## src/rtl/pvr_pkg.sv

```systemverilog
package pvr_pkg;
  typedef enum logic [2:0] {
    MK_NONE,
    MK_SET_ID,
    MK_GONE,
    MK_ATTACH,
    MK_ADD,
    MK_REJECT
  } msg_kind_e;
endpackage

```

## src/rtl/pvr_classify.sv

```systemverilog
module pvr_classify
  import pvr_pkg::*;
#(
  parameter int NUM_PEERS = 16,
  parameter int MAX_VECS  = 1,
  parameter int POS_W     = 8,
  parameter int CNT_W     = 1
) (
  input  logic             valid,
  input  logic [POS_W-1:0] pos,
  input  logic             has_chan,
  input  logic [CNT_W-1:0] cur_cnt,
  output msg_kind_e        kind
);
  localparam logic [POS_W:0]   LIMIT = (POS_W+1)'(NUM_PEERS);
  localparam logic [CNT_W-1:0] VCAP  = CNT_W'(MAX_VECS);

  logic is_neg, is_minus1, in_range;

  assign is_neg    = pos[POS_W-1];
  assign is_minus1 = &pos;
  assign in_range  = !is_neg && ({1'b0, pos} < LIMIT);

  always_comb begin
    kind = MK_NONE;
    if (valid) begin
      if (has_chan) begin
        if (is_minus1)      kind = MK_ATTACH;
        else if (!in_range) kind = MK_REJECT;
        else if (cur_cnt < VCAP) kind = MK_ADD;
        else                kind = MK_REJECT;
      end else begin
        if (!in_range)           kind = MK_REJECT;
        else if (cur_cnt == '0)  kind = MK_SET_ID;
        else                     kind = MK_GONE;
      end
    end
  end
endmodule

```

## src/rtl/pvr_count_bank.sv

```systemverilog
module pvr_count_bank #(
  parameter int NUM_PEERS = 16,
  parameter int MAX_VECS  = 1,
  parameter int IDX_W     = 4,
  parameter int CNT_W     = 1
) (
  input  logic             clk,
  input  logic             rst,
  input  logic             inc_en,
  input  logic             clr_en,
  input  logic [IDX_W-1:0] wr_idx,
  input  logic [IDX_W-1:0] rd_idx,
  output logic [CNT_W-1:0] rd_cnt,
  input  logic [IDX_W-1:0] lk_idx,
  output logic [CNT_W-1:0] lk_cnt
);
  logic [CNT_W-1:0] cnt_q [NUM_PEERS];

  always_ff @(posedge clk) begin
    if (rst) begin
      for (int i = 0; i < NUM_PEERS; i++) cnt_q[i] <= '0;
    end else begin
      for (int i = 0; i < NUM_PEERS; i++) begin
        if (wr_idx == IDX_W'(i)) begin
          if (clr_en)      cnt_q[i] <= '0;
          else if (inc_en) cnt_q[i] <= cnt_q[i] + 1'b1;
        end
      end
    end
  end

  always_comb begin
    rd_cnt = '0;
    lk_cnt = '0;
    for (int i = 0; i < NUM_PEERS; i++) begin
      if (rd_idx == IDX_W'(i)) rd_cnt = cnt_q[i];
      if (lk_idx == IDX_W'(i)) lk_cnt = cnt_q[i];
    end
  end

  generate
    for (genvar g = 0; g < NUM_PEERS; g++) begin : g_chk
      assert_count_bound_R7: assert property (@(posedge clk) disable iff (rst)
        cnt_q[g] <= CNT_W'(MAX_VECS));
      assert_gone_clears_R3: assert property (@(posedge clk) disable iff (rst)
        (clr_en && wr_idx == IDX_W'(g)) |=> (cnt_q[g] == '0));
      assert_add_steps_R5: assert property (@(posedge clk) disable iff (rst)
        (inc_en && !clr_en && wr_idx == IDX_W'(g)) |=> (cnt_q[g] == $past(cnt_q[g]) + 1'b1));
    end
  endgenerate
endmodule

```

## src/rtl/pvr_lookup.sv

```systemverilog
module pvr_lookup #(
  parameter int DEST_W = 16,
  parameter int VEC_W  = 8,
  parameter int IDX_W  = 4,
  parameter int CNT_W  = 1
) (
  input  logic [DEST_W-1:0] dest,
  input  logic [VEC_W-1:0]  vec,
  input  logic [IDX_W-1:0]  max_peer,
  input  logic [CNT_W-1:0]  dest_cnt,
  output logic              ok
);
  localparam int DW = (DEST_W > IDX_W) ? DEST_W : IDX_W;
  localparam int VW = (VEC_W > CNT_W) ? VEC_W : CNT_W;

  logic [DW-1:0] dest_e, max_e;
  logic [VW-1:0] vec_e, cnt_e;

  always_comb begin
    dest_e = '0; dest_e[DEST_W-1:0] = dest;
    max_e  = '0; max_e[IDX_W-1:0]   = max_peer;
    vec_e  = '0; vec_e[VEC_W-1:0]   = vec;
    cnt_e  = '0; cnt_e[CNT_W-1:0]   = dest_cnt;
    ok = (dest_e <= max_e) && (vec_e < cnt_e);
  end
endmodule

```

## src/rtl/pvr_table.sv

```systemverilog
module pvr_table
  import pvr_pkg::*;
#(
  parameter int NUM_PEERS = 16,
  parameter int MAX_VECS  = 1,
  parameter int POS_W     = 8,
  parameter int DEST_W    = 16,
  parameter int VEC_W     = 8,
  localparam int IDX_W    = (NUM_PEERS > 1) ? $clog2(NUM_PEERS) : 1
) (
  input  logic              clk,
  input  logic              rst,
  input  logic              msg_valid,
  output logic              msg_ready,
  input  logic [POS_W-1:0]  msg_pos,
  input  logic              msg_has_chan,
  input  logic [DEST_W-1:0] lookup_dest,
  input  logic [VEC_W-1:0]  lookup_vec,
  output logic              lookup_ok,
  output logic [POS_W-1:0]  local_id,
  output logic [IDX_W-1:0]  max_peer,
  output logic              shm_attached,
  output logic              cfg_error
);
  localparam int CNT_W = $clog2(MAX_VECS + 1);

  logic             ready_q, shm_q, err_q;
  logic [POS_W-1:0] local_q;
  logic [IDX_W-1:0] max_q;
  logic             accept;
  logic [IDX_W-1:0] wr_idx, lk_idx;
  logic [CNT_W-1:0] rd_cnt, lk_cnt;
  msg_kind_e        kind;

  assign accept = msg_valid && ready_q;
  assign wr_idx = msg_pos[IDX_W-1:0];
  assign lk_idx = lookup_dest[IDX_W-1:0];

  pvr_classify #(.NUM_PEERS(NUM_PEERS), .MAX_VECS(MAX_VECS), .POS_W(POS_W), .CNT_W(CNT_W)) u_classify (
    .valid(accept), .pos(msg_pos), .has_chan(msg_has_chan), .cur_cnt(rd_cnt), .kind(kind)
  );

  pvr_count_bank #(.NUM_PEERS(NUM_PEERS), .MAX_VECS(MAX_VECS), .IDX_W(IDX_W), .CNT_W(CNT_W)) u_bank (
    .clk(clk), .rst(rst),
    .inc_en(kind == MK_ADD), .clr_en(kind == MK_GONE),
    .wr_idx(wr_idx), .rd_idx(wr_idx), .rd_cnt(rd_cnt),
    .lk_idx(lk_idx), .lk_cnt(lk_cnt)
  );

  pvr_lookup #(.DEST_W(DEST_W), .VEC_W(VEC_W), .IDX_W(IDX_W), .CNT_W(CNT_W)) u_lookup (
    .dest(lookup_dest), .vec(lookup_vec), .max_peer(max_q), .dest_cnt(lk_cnt), .ok(lookup_ok)
  );

  always_ff @(posedge clk) begin
    if (rst) begin
      ready_q <= 1'b0;
      shm_q   <= 1'b0;
      err_q   <= 1'b0;
      local_q <= '1;
      max_q   <= '0;
    end else begin
      ready_q <= 1'b1;
      unique case (kind)
        MK_SET_ID: local_q <= msg_pos;
        MK_ATTACH: begin
          shm_q <= 1'b1;
          max_q <= '0;
        end
        MK_ADD:    if (wr_idx > max_q) max_q <= wr_idx;
        MK_REJECT: err_q <= 1'b1;
        default: ;
      endcase
    end
  end

  assign msg_ready    = ready_q;
  assign local_id     = local_q;
  assign max_peer     = max_q;
  assign shm_attached = shm_q;
  assign cfg_error    = err_q;

  assert_ready_R10: assert property (@(posedge clk) disable iff (rst)
    1'b1 |=> msg_ready);
  assert_idle_hold_R10: assert property (@(posedge clk) disable iff (rst)
    !accept |=> ($stable(local_id) && $stable(max_peer) && $stable(shm_attached) && $stable(cfg_error)));
  assert_attach_R4: assert property (@(posedge clk) disable iff (rst)
    (accept && msg_has_chan && (&msg_pos)) |=> (max_peer == '0 && shm_attached));
  assert_max_monotone_R6: assert property (@(posedge clk) disable iff (rst)
    !(accept && msg_has_chan && (&msg_pos)) |=> (max_peer >= $past(max_peer)));
  assert_err_sticky_R8: assert property (@(posedge clk) disable iff (rst)
    cfg_error |=> cfg_error);
  assert_id_on_nochan_R2: assert property (@(posedge clk) disable iff (rst)
    !(accept && !msg_has_chan) |=> $stable(local_id));
  assert_lookup_needs_vec_R9: assert property (@(posedge clk) disable iff (rst)
    lookup_ok |-> (lk_cnt != '0));
endmodule

```

## config.mk

```make
export PLATFORM = sky130hd
export DESIGN_NAME = pvr_table
export DESIGN_NICKNAME = d
export VERILOG_FILES = /design/src/rtl/pvr_pkg.sv /design/src/rtl/pvr_classify.sv /design/src/rtl/pvr_count_bank.sv /design/src/rtl/pvr_lookup.sv /design/src/rtl/pvr_table.sv
export SDC_FILE = /design/constraint.sdc
export NUM_CORES = 1
export LEC_CHECK = 0
export BUFFER_PORTS_ARGS = -buffer_cell sky130_fd_sc_hd__buf_4
export CORE_MARGIN = 4
export CORE_UTILIZATION = 45
export CTS_CLUSTER_SIZE = 12
export DETAILED_ROUTE_END_ITERATION = 8
export PLACE_DENSITY = 0.71
export RECOVER_POWER = 100
export SKIP_CTS_REPAIR_TIMING = 1
export SYNTH_ARGS = -nofsm -noshare
export SYNTH_HDL_FRONTEND = slang
export SYNTH_SLANG_ARGS = --single-unit
```

## constraint.sdc

```tcl
create_clock -name clk -period 5.1 [get_ports clk]
set_clock_uncertainty 0.15 [all_clocks]
set_input_delay 1.53 -clock clk [delete_from_list [all_inputs] [get_ports clk]]
set_output_delay 1.53 -clock clk [all_outputs]
set_load 0.03 [all_outputs]
```

==> results of run 1 <==
per-layer routing:
| metal | up-vias | track usage (%) | share of wire, % | wire length [µm] |
|---|---|---|---|---|
| met1 | 891 | 28.8 | 47 | 2490 |
| met4 | 0 | 5.77 | 1.1 | 57 |
| met3 | 4 | 5.67 | 8.8 | 466 |
| met5 | - | 0 | 0 | 0 |
| met2 | 85 | 26.3 | 43 | 2280 |
| li1 | 935 | - | - | - |
state kept, by name, indices dropped and copies added, names as in the netlist:
register      cells
u_bank.cnt_q     16
local_id          8
max_peer          4
cfg_error         1
msg_ready         1
shm_attached      1
final cells by class:
| type | count | area, µm² |
|---|---|---|
| Multi-Input combinational cell | 160 | 1180 |
| Clock buffer | 5 | 68.8 |
| Tap cell | 52 | 65.1 |
| Fill cell | 402 | 1950 |
| Clock inverter | 3 | 15.0 |
| Inverter | 8 | 30.0 |
| Sequential cell | 31 | 781 |
| Timing Repair Buffer | 53 | 329 |
kinds of logic (layout without fill, tap and decap cells):
family                     after synthesis  in the layout  share of synthesized area, %
xor gates and xnor gates                 1              1                         0.778
DFF                                     31             31                          37.3
and+or+nand+nor                         84             84                          21.4
muxes                                   14             14                          8.67
adders and majority gates                8              8                          4.78
buffers and inverters                   26             69                          5.74
AOI/OAI and AO/OA                       53             53                          21.4
metrics by stage:
step | total power (W) | utilization, % | instance area [µm²] | hold slack (ns)
6_report | 0.000561 | 55.9 | 2470 | 0.304
5_1_grt | 0.000596 | 55.9 | 2470 | 0.335
4_1_cts | 0.000571 | 57.9 | 2550 | 0.305
3_5_place_dp | 0.000387 | 56.0 | 2470 | 0.290
3_3_place_gp | 0.000386 | 56.0 | 2470 | 0.284
2_1_floorplan | 0.000350 | - | 2100 | 0.399
worst paths after layout:
check,endpoint,slack [ns]
worst min register to register,local_id[6]$_SDFFE_PP1N_,0.30
worst min-delay path,local_id[6]$_SDFFE_PP1N_,0.30
worst max-delay path,lookup_ok,0.26
worst max register to register,u_bank.cnt_q[4]$_SDFFCE_PN0P_,2.06
Yosys cell counts, types with 2 or more instances:
library cell  count
buf_2             6
a41oi_1           2
mux2_1            2
clkbuf_1         10
a21o_1            4
nand2b_1          6
mux2i_1           8
ha_1              8
and3b_1           2
nor2_1           20
a41o_1           15
nor2b_1           6
nand4_1           3
a21oi_1           4
o21a_1            3
inv_1             8
dfxtp_1          15
o32ai_1           2
nor3_1            2
edfxtp_1         16
nand2_1          14
o21ai_0           6
nor4_1           19
nand3b_1          3
buf_6             2
o2bb2ai_1         5
mux4_2            3
nand3_1           3
power by group through the flow:
stage | combinational, W | clock (W) | sequential (W)
floorplan | 0.0000712 | 0 | 0.000278
global placement | 0.000108 | 0 | 0.000278
detailed placement | 0.000109 | 0 | 0.000278
CTS | 0.000110 | 0.000190 | 0.000272
global route | 0.000118 | 0.000205 | 0.000273
finish | 0.000106 | 0.000183 | 0.000272
==> results.sh, run 1 <==
export IMPL_cp_cell_sequence="buf_4 > ha_1 > nor2b_1 > o21ai_0 > nand2b_1 > a21oi_1 > a41oi_1 > a2111oi_2 > clkbuf_2"
export IMPL_post_dp_hpwl_um=3950
export IMPL_grt_usage_pct=19.2
export IMPL_synth_async_reset_ratio_pct=0
export IMPL_htreeDepth=2
export IMPL_reg2reg_depth=6
export IMPL_vias_per_cell=6.14
export IMPL_nNetsFinal=303
export IMPL_vias=1915
export IMPL_die_width_um=76.2
export IMPL_gp_congestion=0.861
export IMPL_final_cell_mix="buf_4, nor2_1, nor4_1"
export IMPL_maxCapViolCount=0
export IMPL_drc=0
export IMPL_p_sw_share_pct=27.6
export IMPL_synth_area_top_cells="edfxtp_1, dfxtp_1, a41o_1"
export IMPL_synthToLayoutAreaGrowth_pct=18.0
export IMPL_synth_top_area_share_pct=23.0
export IMPL_cp_top_family="compound AO/OA/AOI/OAI gates"
export IMPL_p_leak_nw=0.979
export IMPL_ys_warn_count=0
export IMPL_antenna_found_initial=0
export IMPL_coreArea_mm2=0.00441
export IMPL_grt_remaining_overflow=0
export IMPL_start_util_pct=47.4
export IMPL_dieArea_mm2=0.00580
export IMPL_synthCells=217
export IMPL_critical_path_max_stage_delay_ns=0.35
export IMPL_grt_max_degree=32
export IMPL_cts_tree="yes"
export IMPL_drt_iter0_drc=171
export IMPL_path_max_fanout=9
export IMPL_fin_tns_setup_ns=0
export IMPL_clk_path_buf_depth=2
export IMPL_wl_um=5290
export IMPL_cts_sinks=31
export IMPL_die_h_um=76.2
export IMPL_grt_pass1_vias=1765
export IMPL_cts_root_buf="clkbuf_8"
export IMPL_dp_cells=304
export IMPL_combPwrFrac_pct=18.8
export IMPL_cts_buffers=5
export IMPL_vdd_ir_drop_max_mv=0.129
export IMPL_arrival_ns=3.16
export IMPL_grt_pass1_wl_um=9290
export IMPL_syn_cell_area_mm2=0.00209
export IMPL_power_density_mw_per_mm2=227
export IMPL_clockPowerShare_pct=32.6
export IMPL_place_ws_ns=0.304
export IMPL_crit_path_start="lookup_dest[1]"
export IMPL_layout_setup_ws_ns=0.261
export IMPL_first_pass_iters=4
export IMPL_rsz0062_at_grt="false"
export IMPL_synth_edf_count=16
export IMPL_holdPathStages=1
export IMPL_finalHoldViolCount=0
export IMPL_synth_fp_nets=261
export IMPL_yosysTopAreaCell="edfxtp_1"
export IMPL_path_clk_slew_ns=0.06
export IMPL_tightest_slew_ns=1.25
export IMPL_slew_headroom_pct=16.8
export IMPL_critPathBufInv=2
export IMPL_required_ns=3.42
export IMPL_hp_class="register to register"
export IMPL_fin_crit_ns=4.84
export IMPL_clk_latency_ns=0.28
export IMPL_syn_avg_cell_area_um2=9.64
export IMPL_slew_violations=0
export IMPL_synth_flop_cell="edfxtp_1"
export IMPL_intPower_w=0.000406
export IMPL_layout_commonest_cell="buf_4"
export IMPL_period_share_pct=94.9
export IMPL_synth_seq_cells=31
export IMPL_seqPwrFrac_pct=48.5
export IMPL_fmax_mhz=207
export IMPL_synth_distinct_cells=48
export IMPL_path_depth=9
export IMPL_fin_cells=312
export IMPL_crit_type="primary input to primary output"
export IMPL_setup_violations_final=0
export IMPL_r2r_start="u_bank.cnt_q[0]$_SDFFCE_PN0P_"
export IMPL_wl_per_cell_um=16.9
export IMPL_num_antenna_cells=0
export IMPL_slowest_stage="a2111oi_2"
export IMPL_outcome="finished clean"
export IMPL_cp_end_kind="primary output"
export IMPL_drive_above_1_share_pct=19.2
export IMPL_min_from="local_id[6]$_SDFFE_PP1N_"
export IMPL_p_switching_w=0.000155
export IMPL_io_pin_count=52
export IMPL_place_port_buffers=51
export IMPL_yosysSeqAreaShare_pct=37.3
export IMPL_cp_start_kind="primary input"
export IMPL_ant_nets=0
export IMPL_rows=24
(Power assumes the default switching activity.)
==> run 2, diff against run 1 <==
--- a/config.mk
+++ b/config.mk
@@ -5,12 +5,15 @@
 export SDC_FILE = /design/constraint.sdc
 export NUM_CORES = 1
 export LEC_CHECK = 0
+export ABC_CLOCK_PERIOD_IN_PS = 5100
 export BUFFER_PORTS_ARGS = -buffer_cell sky130_fd_sc_hd__buf_4
+export CELL_PAD_IN_SITES_DETAIL_PLACEMENT = 0
+export CELL_PAD_IN_SITES_GLOBAL_PLACEMENT = 2
 export CORE_MARGIN = 4
-export CORE_UTILIZATION = 45
+export CORE_UTILIZATION = 32
 export CTS_CLUSTER_SIZE = 12
 export DETAILED_ROUTE_END_ITERATION = 8
-export PLACE_DENSITY = 0.71
+export PLACE_DENSITY = 0.81
 export RECOVER_POWER = 100
 export SKIP_CTS_REPAIR_TIMING = 1
 export SYNTH_ARGS = -nofsm -noshare
==> run 2 against run 1 <==
Utilization down 16 points. Critical endpoint unchanged. Critical path type unchanged. Largest power group unchanged. Die area is 36% higher. Sequential power hardly changed. Global-route usage down 4.3 points. Count of clock-buffer cells in the layout is the same.
==> results.sh, run 2 (same netlist as run 1, synthesis figures left out) <==
export IMPL_fin_crit_ns=4.77
export IMPL_setup_violations_final=0
export IMPL_largest_reg_flops=16
export IMPL_p_leak_nw=0.988
export IMPL_seqCellArea_um2=781
export IMPL_multiInputGateArea_mm2=0.00118
export IMPL_first_pass_iters=4
export IMPL_die_width_um=88.9
export IMPL_place_port_buffers=51
export IMPL_dp_cells=329
export IMPL_power_density_mw_per_mm2=242
export IMPL_synthToLayoutAreaGrowth_pct=20.8
export IMPL_clk_path_buf_depth=2
export IMPL_wl_per_cell_um=16.6
export IMPL_drive_above_1_share_pct=18.8
export IMPL_outcome="finished clean"
export IMPL_nFillCells=646
export IMPL_grt_max_degree=32
export IMPL_slew_headroom_pct=16.0
export IMPL_final_cell_mix="buf_4, nor2_1, nor4_1"
export IMPL_fmax_mhz=210
export IMPL_cts_root_buf="clkbuf_8"
export IMPL_slowest_stage="a2111oi_2"
export IMPL_clk_latency_ns=0.28
export IMPL_cp_end_kind="primary output"
export IMPL_post_dp_hpwl_um=4200
export IMPL_dieArea_mm2=0.00790
export IMPL_holdWs_ns=0.303
export IMPL_grt_pass1_vias=1819
export IMPL_htreeDepth=2
export IMPL_cts_tree="yes"
export IMPL_arrival_ns=3.09
export IMPL_cpMostUsedCell="buf_4"
export IMPL_maxCapViolCount=0
export IMPL_cp_cell_sequence="buf_4 > ha_1 > nor2b_1 > o21ai_0 > nand2b_1 > a21oi_1 > a41oi_1 > a2111oi_2 > buf_4"
export IMPL_rows=29
export IMPL_die_h_um=88.9
export IMPL_crit_type="primary input to primary output"
export IMPL_path_max_fanout=9
export IMPL_gp_congestion=0.747
export IMPL_cts_buffers=5
export IMPL_nNetsFinal=303
export IMPL_io_pin_count=52
export IMPL_fin_cells=337
export IMPL_grt_usage_pct=14.9
export IMPL_hp_class="register to register"
export IMPL_wl_um=5600
export IMPL_tightest_slew_ns=1.26
export IMPL_cp_start_kind="primary input"
export IMPL_top_register="u_bank.cnt_q"
export IMPL_cp_top_family="compound AO/OA/AOI/OAI gates"
export IMPL_vdd_ir_drop_max_mv=0.134
export IMPL_ant_nets=0
export IMPL_antenna_found_initial=0
export IMPL_critical_path_max_stage_delay_ns=0.34
export IMPL_drt_iter0_drc=94
export IMPL_start_util_pct=32.9
export IMPL_grt_remaining_overflow=0
export IMPL_grt_pass1_wl_um=9130
export IMPL_finalHoldViolCount=0
export IMPL_num_antenna_cells=0
export IMPL_rsz0062_at_grt="false"
export IMPL_required_ns=3.42
export IMPL_path_clk_slew_ns=0.06
export IMPL_vias=1904
export IMPL_coreArea_mm2=0.00635
export IMPL_period_share_pct=93.6
export IMPL_fin_tns_setup_ns=0
export IMPL_vias_per_cell=5.65
export IMPL_critPathBufInv=2
export IMPL_cts_sinks=31
export IMPL_drc=0
export IMPL_slew_violations=0
export IMPL_layout_commonest_cell="buf_4"
## run 2: changes by cell type in the layout (fill, tap and decap cells not counted), sizes merged
cell / delta
buf: +1
clkinv: -1
clkbuf: -1
bufinv: +1
## run 2: final timing paths
kind	startpoint	end	slack (ns)	cells after the start
setup reg to reg	u_bank.cnt_q[0]$_SDFFCE_PN0P_	u_bank.cnt_q[1]$_SDFFCE_PN0P_	2.14	6
hold reg to reg	local_id[4]$_SDFFE_PP1N_	local_id[4]$_SDFFE_PP1N_	0.30	1
setup / recovery	lookup_dest[1]	lookup_ok	0.33	9
hold / removal	local_id[4]$_SDFFE_PP1N_	local_id[4]$_SDFFE_PP1N_	0.30	1
## run 2: routing by layer
metal | routed length, µm | part of all wire (%) | track usage (%)
met5 | 0 | 0 | 0
met4 | 76 | 1.4 | 4.95
met3 | 405 | 7.2 | 3.26
met2 | 2580 | 46 | 24.2
met1 | 2540 | 45 | 19.6
## run 2: area by class of cell
class                   instances  share of cell area, %
clock buffers                   5                   2.72
clock inverters                 3                   1.54
inverters                       8                   1.19
multi-input cells             160                   46.7
flip-flops and latches         31                   30.9
well taps                      77                   3.81
repair buffers                 53                   13.1
## run 2: where the power goes
part	leakage [nW]	switching, W	total, W	internal (W)
Clock	0.0556	0.0000905	0.000233	0.000143
Sequential	0.287	0.00000516	0.000272	0.000267
Combinational	0.645	0.0000599	0.000106	0.0000459
## run 2: worst reg2reg max path, delay by kind of cell, from the launching register on
kind	cells	cell delay [ns]
and+or+nand+nor	1	0.31
AOI/OAI and AO/OA	4	1.50
xor gates and xnor gates	1	0.37
DFF	1	0.38
## run 2: stage by stage
step	power (W)	utilization (%)	cell area, µm²	worst slack [ns]
after floorplan	0.000350	-	2100	0.197
after global placement	0.000389	39.4	2500	0.338
after detailed placement	0.000388	39.4	2500	0.326
after CTS	0.000624	41.1	2610	0.318
after global routing	0.000641	39.8	2530	0.244
final	0.000612	39.8	2530	0.329
==> run 3, diff against run 2 <==
--- a/config.mk
+++ b/config.mk
@@ -5,15 +5,16 @@
 export SDC_FILE = /design/constraint.sdc
 export NUM_CORES = 1
 export LEC_CHECK = 0
+export ABC_AREA = 1
 export ABC_CLOCK_PERIOD_IN_PS = 5100
 export BUFFER_PORTS_ARGS = -buffer_cell sky130_fd_sc_hd__buf_4
 export CELL_PAD_IN_SITES_DETAIL_PLACEMENT = 0
 export CELL_PAD_IN_SITES_GLOBAL_PLACEMENT = 2
 export CORE_MARGIN = 4
-export CORE_UTILIZATION = 32
+export CORE_UTILIZATION = 29
 export CTS_CLUSTER_SIZE = 12
 export DETAILED_ROUTE_END_ITERATION = 8
-export PLACE_DENSITY = 0.81
+export PLACE_DENSITY = 0.82
 export RECOVER_POWER = 100
 export SKIP_CTS_REPAIR_TIMING = 1
 export SYNTH_ARGS = -nofsm -noshare
==> run 3 against run 2 <==
Critical path depth rose by 1. Flip-flop and latch count unchanged. Utilization fell by 3.0 points. Synthesized cell count rose by 32%. Critical path type unchanged.
==> results.sh, run 3 <==
export IMPL_path_clk_slew_ns=0.06
export IMPL_fin_crit_ns=4.55
export IMPL_finalHoldViolCount=0
export IMPL_ant_nets=0
export IMPL_nFillCells=766
export IMPL_power_w=0.000548
export IMPL_antenna_found_initial=0
export IMPL_place_port_buffers=51
export IMPL_drive_above_1_share_pct=17.6
export IMPL_synthCells=287
export IMPL_cts_root_buf="clkbuf_8"
export IMPL_ys_warn_count=0
export IMPL_grt_remaining_overflow=0
export IMPL_largest_reg_flops=16
export IMPL_holdWs_ns=0.299
export IMPL_cp_cell_sequence="buf_4 > inv_1 > ha_1 > o21ai_0 > o21ai_0 > inv_1 > o21ai_0 > nand3_1 > a21oi_1 > buf_4"
export IMPL_cpMostUsedCell="o21ai_0"
export IMPL_grt_usage_pct=14.5
export IMPL_layout_commonest_cell="nand2_1"
export IMPL_wl_per_cell_um=13.4
export IMPL_wl_um=5830
export IMPL_synth_area_top_cells="edfxtp_1, dfxtp_1, nand2_1"
export IMPL_fin_area_mm2=0.00252
export IMPL_maxCapViolCount=0
export IMPL_slew_violations=0
export IMPL_setup_violations_final=0
export IMPL_synth_async_reset_ratio_pct=0
export IMPL_cp_end_kind="primary output"
export IMPL_place_ws_ns=0.529
export IMPL_synth_fa_ha_area_share_pct=4.87
export IMPL_yosys_area_share_simple_pct=35.4
export IMPL_synth_most_common_cell="nand2_1"
export IMPL_gp_congestion=0.778
export IMPL_die_width_um=92.2
export IMPL_synth_flop_cell="edfxtp_1"
export IMPL_synth_top_family_by_area="simple AND/OR/NAND/NOR gates"
export IMPL_drt_iter0_drc=79
export IMPL_slew_headroom_pct=44.1
export IMPL_nNetsFinal=383
export IMPL_top_register="u_bank.cnt_q"
export IMPL_arrival_ns=2.87
export IMPL_placed_cell_area_mm2=0.00253
export IMPL_cts_tree="yes"
export IMPL_rows=30
export IMPL_coreArea_mm2=0.00683
export IMPL_tightest_slew_ns=0.837
export IMPL_yosysSeqAreaShare_pct=38.0
export IMPL_synth_xor_area_share_pct=0
export IMPL_period_share_pct=89.2
export IMPL_cts_sinks=31
export IMPL_synth_seq_cells=31
export IMPL_reg2reg_depth=21
export IMPL_synthToLayoutAreaGrowth_pct=22.3
export IMPL_syn_cell_area_mm2=0.00206
export IMPL_cp_top_family="buffers and inverters"
export IMPL_synth_top_area_share_pct=23.4
export IMPL_vdd_ir_drop_max_mv=0.136
export IMPL_crit_type="primary input to primary output"
export IMPL_critical_path_max_stage_delay_ns=0.23
export IMPL_clk_path_buf_depth=2
export IMPL_vias_per_cell=4.66
export IMPL_slowest_stage="inv_1"
export IMPL_p_leak_nw=1.04
export IMPL_vias=2032
export IMPL_synth_distinct_cells=33
export IMPL_seqCellArea_um2=781
export IMPL_hp_class="register to register"
export IMPL_first_pass_iters=4
export IMPL_rsz0062_at_grt="false"
export IMPL_required_ns=3.42
export IMPL_dr_wl_met2_um=2570
export IMPL_wirelength_met1_um=2820
export IMPL_drc=0
export IMPL_fin_tns_setup_ns=0
export IMPL_die_h_um=92.2
export IMPL_fmax_mhz=220
export IMPL_power_density_mw_per_mm2=218
export IMPL_path_depth=10
export IMPL_grt_pass1_vias=1983
export IMPL_grt_pass1_wl_um=9810
export IMPL_wl_met3_um=326
export IMPL_syn_avg_cell_area_um2=7.17
export IMPL_clk_latency_ns=0.29
export IMPL_multiInputGateArea_mm2=0.00106
export IMPL_synth_common_cells="nand2_1, nor2_1, inv_1"
export IMPL_cp_start_kind="primary input"
export IMPL_post_dp_hpwl_um=4550
export IMPL_io_pin_count=52
export IMPL_synth_edf_count=16
export IMPL_cts_buffers=5
export IMPL_grt_max_degree=27
export IMPL_yosysTopAreaCell="edfxtp_1"
export IMPL_layout_setup_ws_ns=0.549
export IMPL_outcome="finished clean"
export IMPL_dieArea_mm2=0.00850
export IMPL_path_max_fanout=11
export IMPL_critPathBufInv=4
export IMPL_start_util_pct=30.1
export IMPL_synth_fp_nets=331
export IMPL_final_cell_mix="nand2_1, nor2_1, buf_4"
export IMPL_synthMuxAreaShare_pct=0
export IMPL_htreeDepth=2
export IMPL_synth_compound_area_share_pct=12.8
export IMPL_routed_top_layer="met4"
export IMPL_num_antenna_cells=0
export IMPL_holdPathStages=2
## run 3: cells by family after synthesis
kind of cell             count (synthesis)
AO/OA/AOI/OAI                           46
adder cells (fa/ha/maj)                  8
buffers and inverters                   47
flip-flops                              31
AND/OR/NAND/NOR                        155
## run 3: final cells by class
cell class | instances | area share, %
timing repair buffer | 51 | 12.8
sequential | 31 | 31.0
clock buffer | 8 | 3.18
multi-input combinational | 209 | 42.1
tap | 96 | 4.77
inverter | 41 | 6.12
## run 3: worst min-delay path: stages (launching register included)
cell	delay, ns
dfxtp_1	0.31
nand2_1	0.06
nand2_1	0.04
## run 3: stage by stage
step	utilization (%)	instances
finish	36.8	436
global route	36.8	436
CTS	38.2	436
detailed placement	37.0	428
global placement	37.0	428
floorplan	-	287
## run 3: final timing paths
| kind | slack, ns | to | startpoint |
|---|---|---|---|
| setup / recovery | 0.55 | lookup_ok | lookup_dest[0] |
| setup reg to reg | 1.90 | u_bank.cnt_q[12]$_SDFFCE_PP0P_ | u_bank.cnt_q[1]$_SDFFCE_PN0P_ |
| hold / removal | 0.30 | local_id[5]$_SDFFE_PP1N_ | local_id[5]$_SDFFE_PP1N_ |
| hold reg to reg | 0.30 | local_id[5]$_SDFFE_PP1N_ | local_id[5]$_SDFFE_PP1N_ |
## run 3: where the power goes
part / switching, W / internal [W] / leakage (nW) / total [W]
Clock: 0.0000935 / 0.0000970 / 0.0395 / 0.000191
Combinational: 0.0000511 / 0.0000349 / 0.713 / 0.0000859
Sequential: 0.00000463 / 0.000267 / 0.287 / 0.000272
Total: 0.000149 / 0.000399 / 1.04 / 0.000548
## run 3: layer usage
metal	track usage [%]	vias up
li1	-	1063
met1	19.0	896
met2	22.9	61
met3	4.10	12
met4	4.95	0
met5	0	-
